**src/rtl/sar_busctl_pkg.sv**
```systemverilog
// Shared types for the converter bus controller.
// Assumes the control register is wider than the mode bit index.
package sar_busctl_pkg;

    // Sequencer phases.
    typedef enum logic [1:0] {
        SEQ_IDLE,
        SEQ_ACQ,
        SEQ_DEC,
        SEQ_CAL
    } seq_state_e;

    // What the bus read path returns.
    typedef enum logic [2:0] {
        SRC_NONE,
        SRC_LO,
        SRC_HI,
        SRC_CTL,
        SRC_RSVD
    } rd_src_e;

    // Control register bit that turns the calibration pin into sample/hold control.
    localparam int SHC_MODE_BIT = 2;

endpackage

```
**src/rtl/sar_bus_decode.sv**
```systemverilog
// Strobe decoder: detects write and pin edges, owns the control register,
// and picks the read source. Assumes strobes are already synchronous to clk.
module sar_bus_decode
    import sar_busctl_pkg::*;
#(
    parameter int BUS_W = 8
) (
    input  logic             clk,
    input  logic             rst_n,
    input  logic             bus_cs_n,
    input  logic             bus_rd_n,
    input  logic             bus_wr_n,
    input  logic             byte_hi,
    input  logic             reg_sel,
    input  logic             cal_hold,
    input  logic [BUS_W-1:0] data_in,
    output logic [BUS_W-1:0] ctl_q,
    output rd_src_e          rd_src,
    output logic             conv_req,
    output logic             cal_req,
    output logic             shc_req
);

    logic wr_q;
    logic pin_q;
    logic selected;
    logic rsvd;
    logic wr_rise;
    logic shc_mode;

    // Remember previous strobe and pin levels for edge detection.
    always_ff @(posedge clk) begin
        if (!rst_n) begin
            wr_q  <= 1'b1;
            pin_q <= cal_hold;
        end else begin
            wr_q  <= bus_wr_n;
            pin_q <= cal_hold;
        end
    end

    // Combinational decode of the strobe pattern.
    always_comb begin
        selected = !bus_cs_n;
        rsvd     = (!bus_rd_n && !bus_wr_n) || (reg_sel && byte_hi);
        wr_rise  = selected && bus_wr_n && !wr_q && bus_rd_n && !(reg_sel && byte_hi);
        shc_mode = ctl_q[SHC_MODE_BIT];
    end

    // Control register load on a valid register write edge.
    always_ff @(posedge clk) begin
        if (!rst_n) begin
            ctl_q <= '0;
        end else if (wr_rise && reg_sel) begin
            ctl_q <= data_in;
        end
    end

    // Start requests; the mode used is the one held before any write in this cycle.
    always_comb begin
        conv_req = wr_rise && !shc_mode;
        cal_req  = cal_hold && !pin_q && !shc_mode;
        shc_req  = !cal_hold && pin_q && shc_mode;
    end

    // Read source selection.
    always_comb begin
        if (!selected || bus_rd_n) begin
            rd_src = SRC_NONE;
        end else if (rsvd) begin
            rd_src = SRC_RSVD;
        end else if (reg_sel) begin
            rd_src = SRC_CTL;
        end else if (byte_hi) begin
            rd_src = SRC_HI;
        end else begin
            rd_src = SRC_LO;
        end
    end

endmodule

```
**src/rtl/sar_seq.sv**
```systemverilog
// Successive-approximation sequencer: acquisition window, one bit decision
// per clock MSB first, fixed-length calibration. Starts are taken only in idle.
// Assumes ACQ_CYCLES and CAL_CYCLES are at least 1.
module sar_seq
    import sar_busctl_pkg::*;
#(
    parameter int RES_W      = 12,
    parameter int ACQ_CYCLES = 5,
    parameter int CAL_CYCLES = 40
) (
    input  logic             clk,
    input  logic             rst_n,
    input  logic             conv_req,
    input  logic             cal_req,
    input  logic             shc_req,
    input  logic             cmp_ge,
    output logic             busy_n,
    output logic [RES_W-1:0] dac_code,
    output logic [RES_W-1:0] result
);

    localparam int IDX_W   = $clog2(RES_W);
    localparam int CNT_MAX = (ACQ_CYCLES > CAL_CYCLES) ? ACQ_CYCLES : CAL_CYCLES;
    localparam int CNT_W   = $clog2(CNT_MAX + 1);
    localparam logic [IDX_W-1:0] IDX_TOP = IDX_W'(RES_W - 1);
    localparam logic [RES_W-1:0] MSB_ONE = {1'b1, {(RES_W-1){1'b0}}};
    localparam logic [CNT_W-1:0] ACQ_LAST = CNT_W'(ACQ_CYCLES - 1);
    localparam logic [CNT_W-1:0] CAL_LAST = CNT_W'(CAL_CYCLES - 1);

    seq_state_e       state_q, state_d;
    logic [CNT_W-1:0] cnt_q, cnt_d;
    logic [IDX_W-1:0] idx_q, idx_d;
    logic [RES_W-1:0] trial_q, trial_d;
    logic [RES_W-1:0] res_q, res_d;

    // Next-state and datapath for each sequencer phase.
    always_comb begin
        state_d = state_q;
        cnt_d   = cnt_q;
        idx_d   = idx_q;
        trial_d = trial_q;
        res_d   = res_q;
        case (state_q)
            SEQ_IDLE: begin
                if (cal_req) begin
                    state_d = SEQ_CAL;
                    cnt_d   = '0;
                end else if (shc_req) begin
                    state_d = SEQ_DEC;
                    idx_d   = IDX_TOP;
                    trial_d = MSB_ONE;
                end else if (conv_req) begin
                    state_d = SEQ_ACQ;
                    cnt_d   = '0;
                end
            end
            SEQ_ACQ: begin
                if (cnt_q == ACQ_LAST) begin
                    state_d = SEQ_DEC;
                    idx_d   = IDX_TOP;
                    trial_d = MSB_ONE;
                end else begin
                    cnt_d = cnt_q + CNT_W'(1);
                end
            end
            SEQ_DEC: begin
                trial_d[idx_q] = cmp_ge;
                if (idx_q == '0) begin
                    res_d   = trial_d;
                    trial_d = '0;
                    state_d = SEQ_IDLE;
                end else begin
                    trial_d[idx_q - IDX_W'(1)] = 1'b1;
                    idx_d = idx_q - IDX_W'(1);
                end
            end
            SEQ_CAL: begin
                if (cnt_q == CAL_LAST) begin
                    state_d = SEQ_IDLE;
                end else begin
                    cnt_d = cnt_q + CNT_W'(1);
                end
            end
            default: state_d = SEQ_IDLE;
        endcase
    end

    // Sequencer registers.
    always_ff @(posedge clk) begin
        if (!rst_n) begin
            state_q <= SEQ_IDLE;
            cnt_q   <= '0;
            idx_q   <= '0;
            trial_q <= '0;
            res_q   <= '0;
        end else begin
            state_q <= state_d;
            cnt_q   <= cnt_d;
            idx_q   <= idx_d;
            trial_q <= trial_d;
            res_q   <= res_d;
        end
    end

    // Outputs straight from state.
    always_comb begin
        busy_n   = (state_q == SEQ_IDLE);
        dac_code = trial_q;
        result   = res_q;
    end

endmodule

```
**src/rtl/sar_rdmux.sv**
```systemverilog
// Read multiplexer: places a result byte, the control register or zero on the bus.
// Assumes BUS_W < RES_W < 2*BUS_W, so the high byte is zero-padded.
module sar_rdmux
    import sar_busctl_pkg::*;
#(
    parameter int RES_W = 12,
    parameter int BUS_W = 8
) (
    input  rd_src_e          rd_src,
    input  logic [RES_W-1:0] result,
    input  logic [BUS_W-1:0] ctl_q,
    output logic [BUS_W-1:0] data_out,
    output logic             data_oe
);

    localparam int HI_W = RES_W - BUS_W;
    localparam int PAD_W = BUS_W - HI_W;

    logic [BUS_W-1:0] lo_byte;
    logic [BUS_W-1:0] hi_byte;

    // Split the result into bus-sized pieces.
    always_comb begin
        lo_byte = result[BUS_W-1:0];
        hi_byte = {{PAD_W{1'b0}}, result[RES_W-1:BUS_W]};
    end

    // Source select and drive enable.
    always_comb begin
        data_oe = (rd_src != SRC_NONE);
        case (rd_src)
            SRC_LO:  data_out = lo_byte;
            SRC_HI:  data_out = hi_byte;
            SRC_CTL: data_out = ctl_q;
            default: data_out = '0;
        endcase
    end

endmodule

```
**src/rtl/sar_busctl.sv**
```systemverilog
// Top of the converter bus controller: strobe decoder, sequencer and read path.
// Assumes all inputs are synchronous to clk.
module sar_busctl
    import sar_busctl_pkg::*;
#(
    parameter int RES_W      = 12,
    parameter int BUS_W      = 8,
    parameter int ACQ_CYCLES = 5,
    parameter int CAL_CYCLES = 40
) (
    input  logic             clk,
    input  logic             rst_n,
    input  logic             bus_cs_n,
    input  logic             bus_rd_n,
    input  logic             bus_wr_n,
    input  logic             byte_hi,
    input  logic             reg_sel,
    input  logic             cal_hold,
    input  logic             cmp_ge,
    input  logic [BUS_W-1:0] data_in,
    output logic [BUS_W-1:0] data_out,
    output logic             data_oe,
    output logic             conv_busy_n,
    output logic [RES_W-1:0] dac_code
);

    logic [BUS_W-1:0] ctl_q;
    logic [RES_W-1:0] res_q;
    rd_src_e          rd_src;
    logic             conv_req;
    logic             cal_req;
    logic             shc_req;

    sar_bus_decode #(.BUS_W(BUS_W)) decode_i (
        .clk      (clk),
        .rst_n    (rst_n),
        .bus_cs_n (bus_cs_n),
        .bus_rd_n (bus_rd_n),
        .bus_wr_n (bus_wr_n),
        .byte_hi  (byte_hi),
        .reg_sel  (reg_sel),
        .cal_hold (cal_hold),
        .data_in  (data_in),
        .ctl_q    (ctl_q),
        .rd_src   (rd_src),
        .conv_req (conv_req),
        .cal_req  (cal_req),
        .shc_req  (shc_req)
    );

    sar_seq #(
        .RES_W      (RES_W),
        .ACQ_CYCLES (ACQ_CYCLES),
        .CAL_CYCLES (CAL_CYCLES)
    ) seq_i (
        .clk      (clk),
        .rst_n    (rst_n),
        .conv_req (conv_req),
        .cal_req  (cal_req),
        .shc_req  (shc_req),
        .cmp_ge   (cmp_ge),
        .busy_n   (conv_busy_n),
        .dac_code (dac_code),
        .result   (res_q)
    );

    sar_rdmux #(.RES_W(RES_W), .BUS_W(BUS_W)) rdmux_i (
        .rd_src   (rd_src),
        .result   (res_q),
        .ctl_q    (ctl_q),
        .data_out (data_out),
        .data_oe  (data_oe)
    );

endmodule

```
**config.mk**
```make
export PLATFORM = sky130hd
export DESIGN_NAME = sar_busctl
export DESIGN_NICKNAME = d
export VERILOG_FILES = /design/src/rtl/sar_busctl_pkg.sv /design/src/rtl/sar_bus_decode.sv /design/src/rtl/sar_seq.sv /design/src/rtl/sar_rdmux.sv /design/src/rtl/sar_busctl.sv
export SDC_FILE = /design/constraint.sdc
export NUM_CORES = 1
export LEC_CHECK = 0
export BUFFER_PORTS_ARGS = -buffer_cell sky130_fd_sc_hd__buf_2
export CAP_MARGIN = 5
export CORE_ASPECT_RATIO = 0.75
export CORE_MARGIN = 4
export CORE_UTILIZATION = 44
export DETAILED_ROUTE_END_ITERATION = 16
export GPL_ROUTABILITY_DRIVEN = 0
export HOLD_SLACK_MARGIN = 0.1
export PLACE_DENSITY_LB_ADDON = 0.05
export SYNTH_ARGS = -nofsm -noshare
export SYNTH_HDL_FRONTEND = slang
export SYNTH_SLANG_ARGS = --single-unit
export TNS_END_PERCENT = 5
```
**constraint.sdc**
```tcl
create_clock -name clk -period 2.9 [get_ports clk]
set_input_delay 0.145 -clock clk [delete_from_list [all_inputs] [get_ports clk]]
set_output_delay 0.145 -clock clk [all_outputs]
set_load 0.01 [all_outputs]
```
==> summary.md <==
| Metric | Value |
|---|---|
| Final period util | 75.00% |
| Pin count of the biggest net entering global routing | 27 |
| Area contributors post-synth | dfxtp_1, mux2i_1, nor2_1 |
| Die height | 72.99 µm |
| Fmax achieved | 0.4598 GHz |
| WP data required | 3.10 ns |
| Pwr/cell area | 461.7 nW/µm² |
| DR iter-0 viols | 154 |
| Worst-path clk slew | 0.09 ns |
| Number of distinct library cells after synthesis | 48 |
| DRT antenna net count | 0 |
| Vias per cell | 5.398 |
| Slew Limit Fails | 0 |
| Crit Path Category | reg -> reg |
| Area of placed instances | 2695 µm² |
| HP Class | in -> reg |
| Hold WS | 0.1569 ns |
| Final Util | 53.33% |
| Gate count after technology mapping | 293 |
| First-pass GRT wire length | 10.12 mm |
| Outcome | complete, no violations |
| Post_cts resized | 0 |
| Setup TNS | 0 ns |
| Seq cells post-synth | 46 |
| Ys flop type | dfxtp_1 |
| Die area | 6908 µm² |
| Core ar. | 5410 µm² |
| Share of layout cells above drive strength 1 | 17.77% |
| RSZ-0062 raised after global routing | no |
| Initial Util | 45.79% |
| Tmin final | 2.175 ns |
| Placed Cells | 389 |
| Slew HR | 51.52% |
| Max_cap viols | 0 |
| Startpoint types | flop |
| Synth area leader | dfxtp_1 |
| Synthesized area | 2477 µm² |
| LEAKAGE | 1.139 nW |
| Worst-margin pin slew | 0.7178 ns |
| Area Overhead vs Synth | 16.46% |
| CP Max Fanout | 22 |
| WP data arrival | 2.37 ns |
| Post-Place Worst Slack | 0.7304 ns |
| Clock skew | 0.005365 ns |
| Num CTS Buffers | 5 |
| N_diodes | 0 |
| Grt total ovfl | 0 |
| DRC viols | 0 |
| CTS Root Cell | clkbuf_8 |
| Port buffer count | 38 |
| DR vias | 2197 |
| Crit end category | flop |
| Clk Latency, worst-skew pair | 0.30 ns |
| Post-synth EDFFs | 0 |
| Pre-Repair DR Iteration Count | 4 |
| Die Width | 94.65 µm |
| Drt wl/cell | 14.67 µm |
| # IOs | 39 |
| Fin worst setup slack | 0.7251 ns |
| Sequential cell area fraction in the yosys report | 37.17% |
| Total power | 1.332 mW |
| Synth async-reset ratio | 0% |
| GRT Total Usage | 18.51% |
| Vias in the first global route | 2107 |
| Final Routed Wirelength | 5.971 mm |
| Count of warnings emitted by yosys | 0 |
| Fin. Hold Viols | 0 |
| Synth top area share | 37.17% |
| Syn nets | 316 |
| CTS tree | built |
| Final setup fails | 0 |
| H-tree depth | 2 |
| Final instance area | 2885 µm² |
| Post-Syn Area per Cell | 8.455 µm² |
| Layout net count | 354 |
| Clock tree sinks | 46 |
| Initial antenna violation count | 0 |
| Row count | 23 |
| Detail Placement HPWL | 4.221 mm |
| Fin cells | 407 |
| Maximum vdd drop | 275.5 µV |
| Max Root-Sink Buffers | 2 |
==> flip-flops by register name (all words and copies together), names as in the netlist <==
register,count
decode_i.ctl_q,8
decode_i.wr_q,1
seq_i.state_q,2
seq_i.idx_q,4
seq_i.dac_code,12
seq_i.result,12
decode_i.pin_q,1
seq_i.cnt_q,6
==> logic make-up after synthesis <==
| kind of cell | synth area share (%) |
|---|---|
| adders and majority gates | 3.030 |
| buffers and inverters | 5.555 |
| and+or+nand+nor | 23.69 |
| AOI/OAI and AO/OA | 20.91 |
| DFF | 37.17 |
| muxes | 8.939 |
| xor gates and xnor gates | 0.7072 |
==> cell usage in the layout, fill, tap and decap left out, types with 4 or more instances in the layout <==
cell	instances
a211oi_1	11
a21oi_1	19
a221o_1	4
a22o_1	4
a2bb2oi_1	4
buf_2	38
buf_4	4
clkbuf_8	5
dfxtp_1	46
dlygate4sd3_1	10
ha_1	6
inv_1	10
mux2i_1	21
nand2_1	17
nand3_1	20
nand3b_1	9
nor2_1	41
nor2b_1	5
nor3_1	4
nor3b_1	4
o211ai_1	4
o21ai_0	5
o311ai_0	5
==> where the power goes <==
part / internal [mW] / switching [mW] / total (mW)
combinational: 0.104 / 0.134 / 0.238
sequential: 0.659 / 0.0335 / 0.693
clock: 0.170 / 0.232 / 0.401
==> worst max-delay path, stage by stage, from the launching register on <==
cell	delay, ns
dfxtp_1	0.35
inv_1	0.13
ha_1	0.39
or3b_2	0.50
nor2_1	0.10
buf_4	0.25
nor2_1	0.10
a31o_2	0.25
==> per-layer routing <==
metal / vias up / track usage [%] / part of all wire (%)
met2: 64 / 26.88 / 41
li1: 1139 / - / -
met1: 987 / 28.00 / 51
met4: 0 / 4.640 / 0.87
met3: 7 / 3.505 / 6.7
met5: - / 0 / 0
==> repair_timing <==
| item | 4_1_cts | 5_1_grt |
|---|---|---|
| setup buffers | 0 | 0 |
| hold endpoints to repair | 10 | 0 |
| hold buffers | 10 | 0 |
==> synthesized netlist by cell type, drive strengths merged (6+ instances only) <==
master,count
nand3b,9
a211oi,11
nand2,17
mux2i,21
dfxtp,46
nand3,20
clkbuf,17
inv,10
ha,6
nor2,41
a21oi,19
==> cell type report <==
type,instances,area [µm²]
multi-input combinational,215,1419
clock inverter,3,21.27
clock buffer,5,68.82
sequential,46,920.9
timing repair buffer,52,320.3
fill,534,2525
inverter,11,41.29
tap,75,93.84
==> worst paths after layout <==
path | startpoint | to | slack [ns] | depth (start not counted)
worst max register to register | seq_i.idx_q[0] | seq_i.idx_q[0] | 0.73 | 7
worst min-delay path | rst_n | decode_i.wr_q | 0.16 | 2
worst min register to register | decode_i.ctl_q[3] | decode_i.ctl_q[3] | 0.46 | 2
worst max-delay path | seq_i.idx_q[0] | seq_i.idx_q[0] | 0.73 | 7
Power figures use the tool's default switching activity.
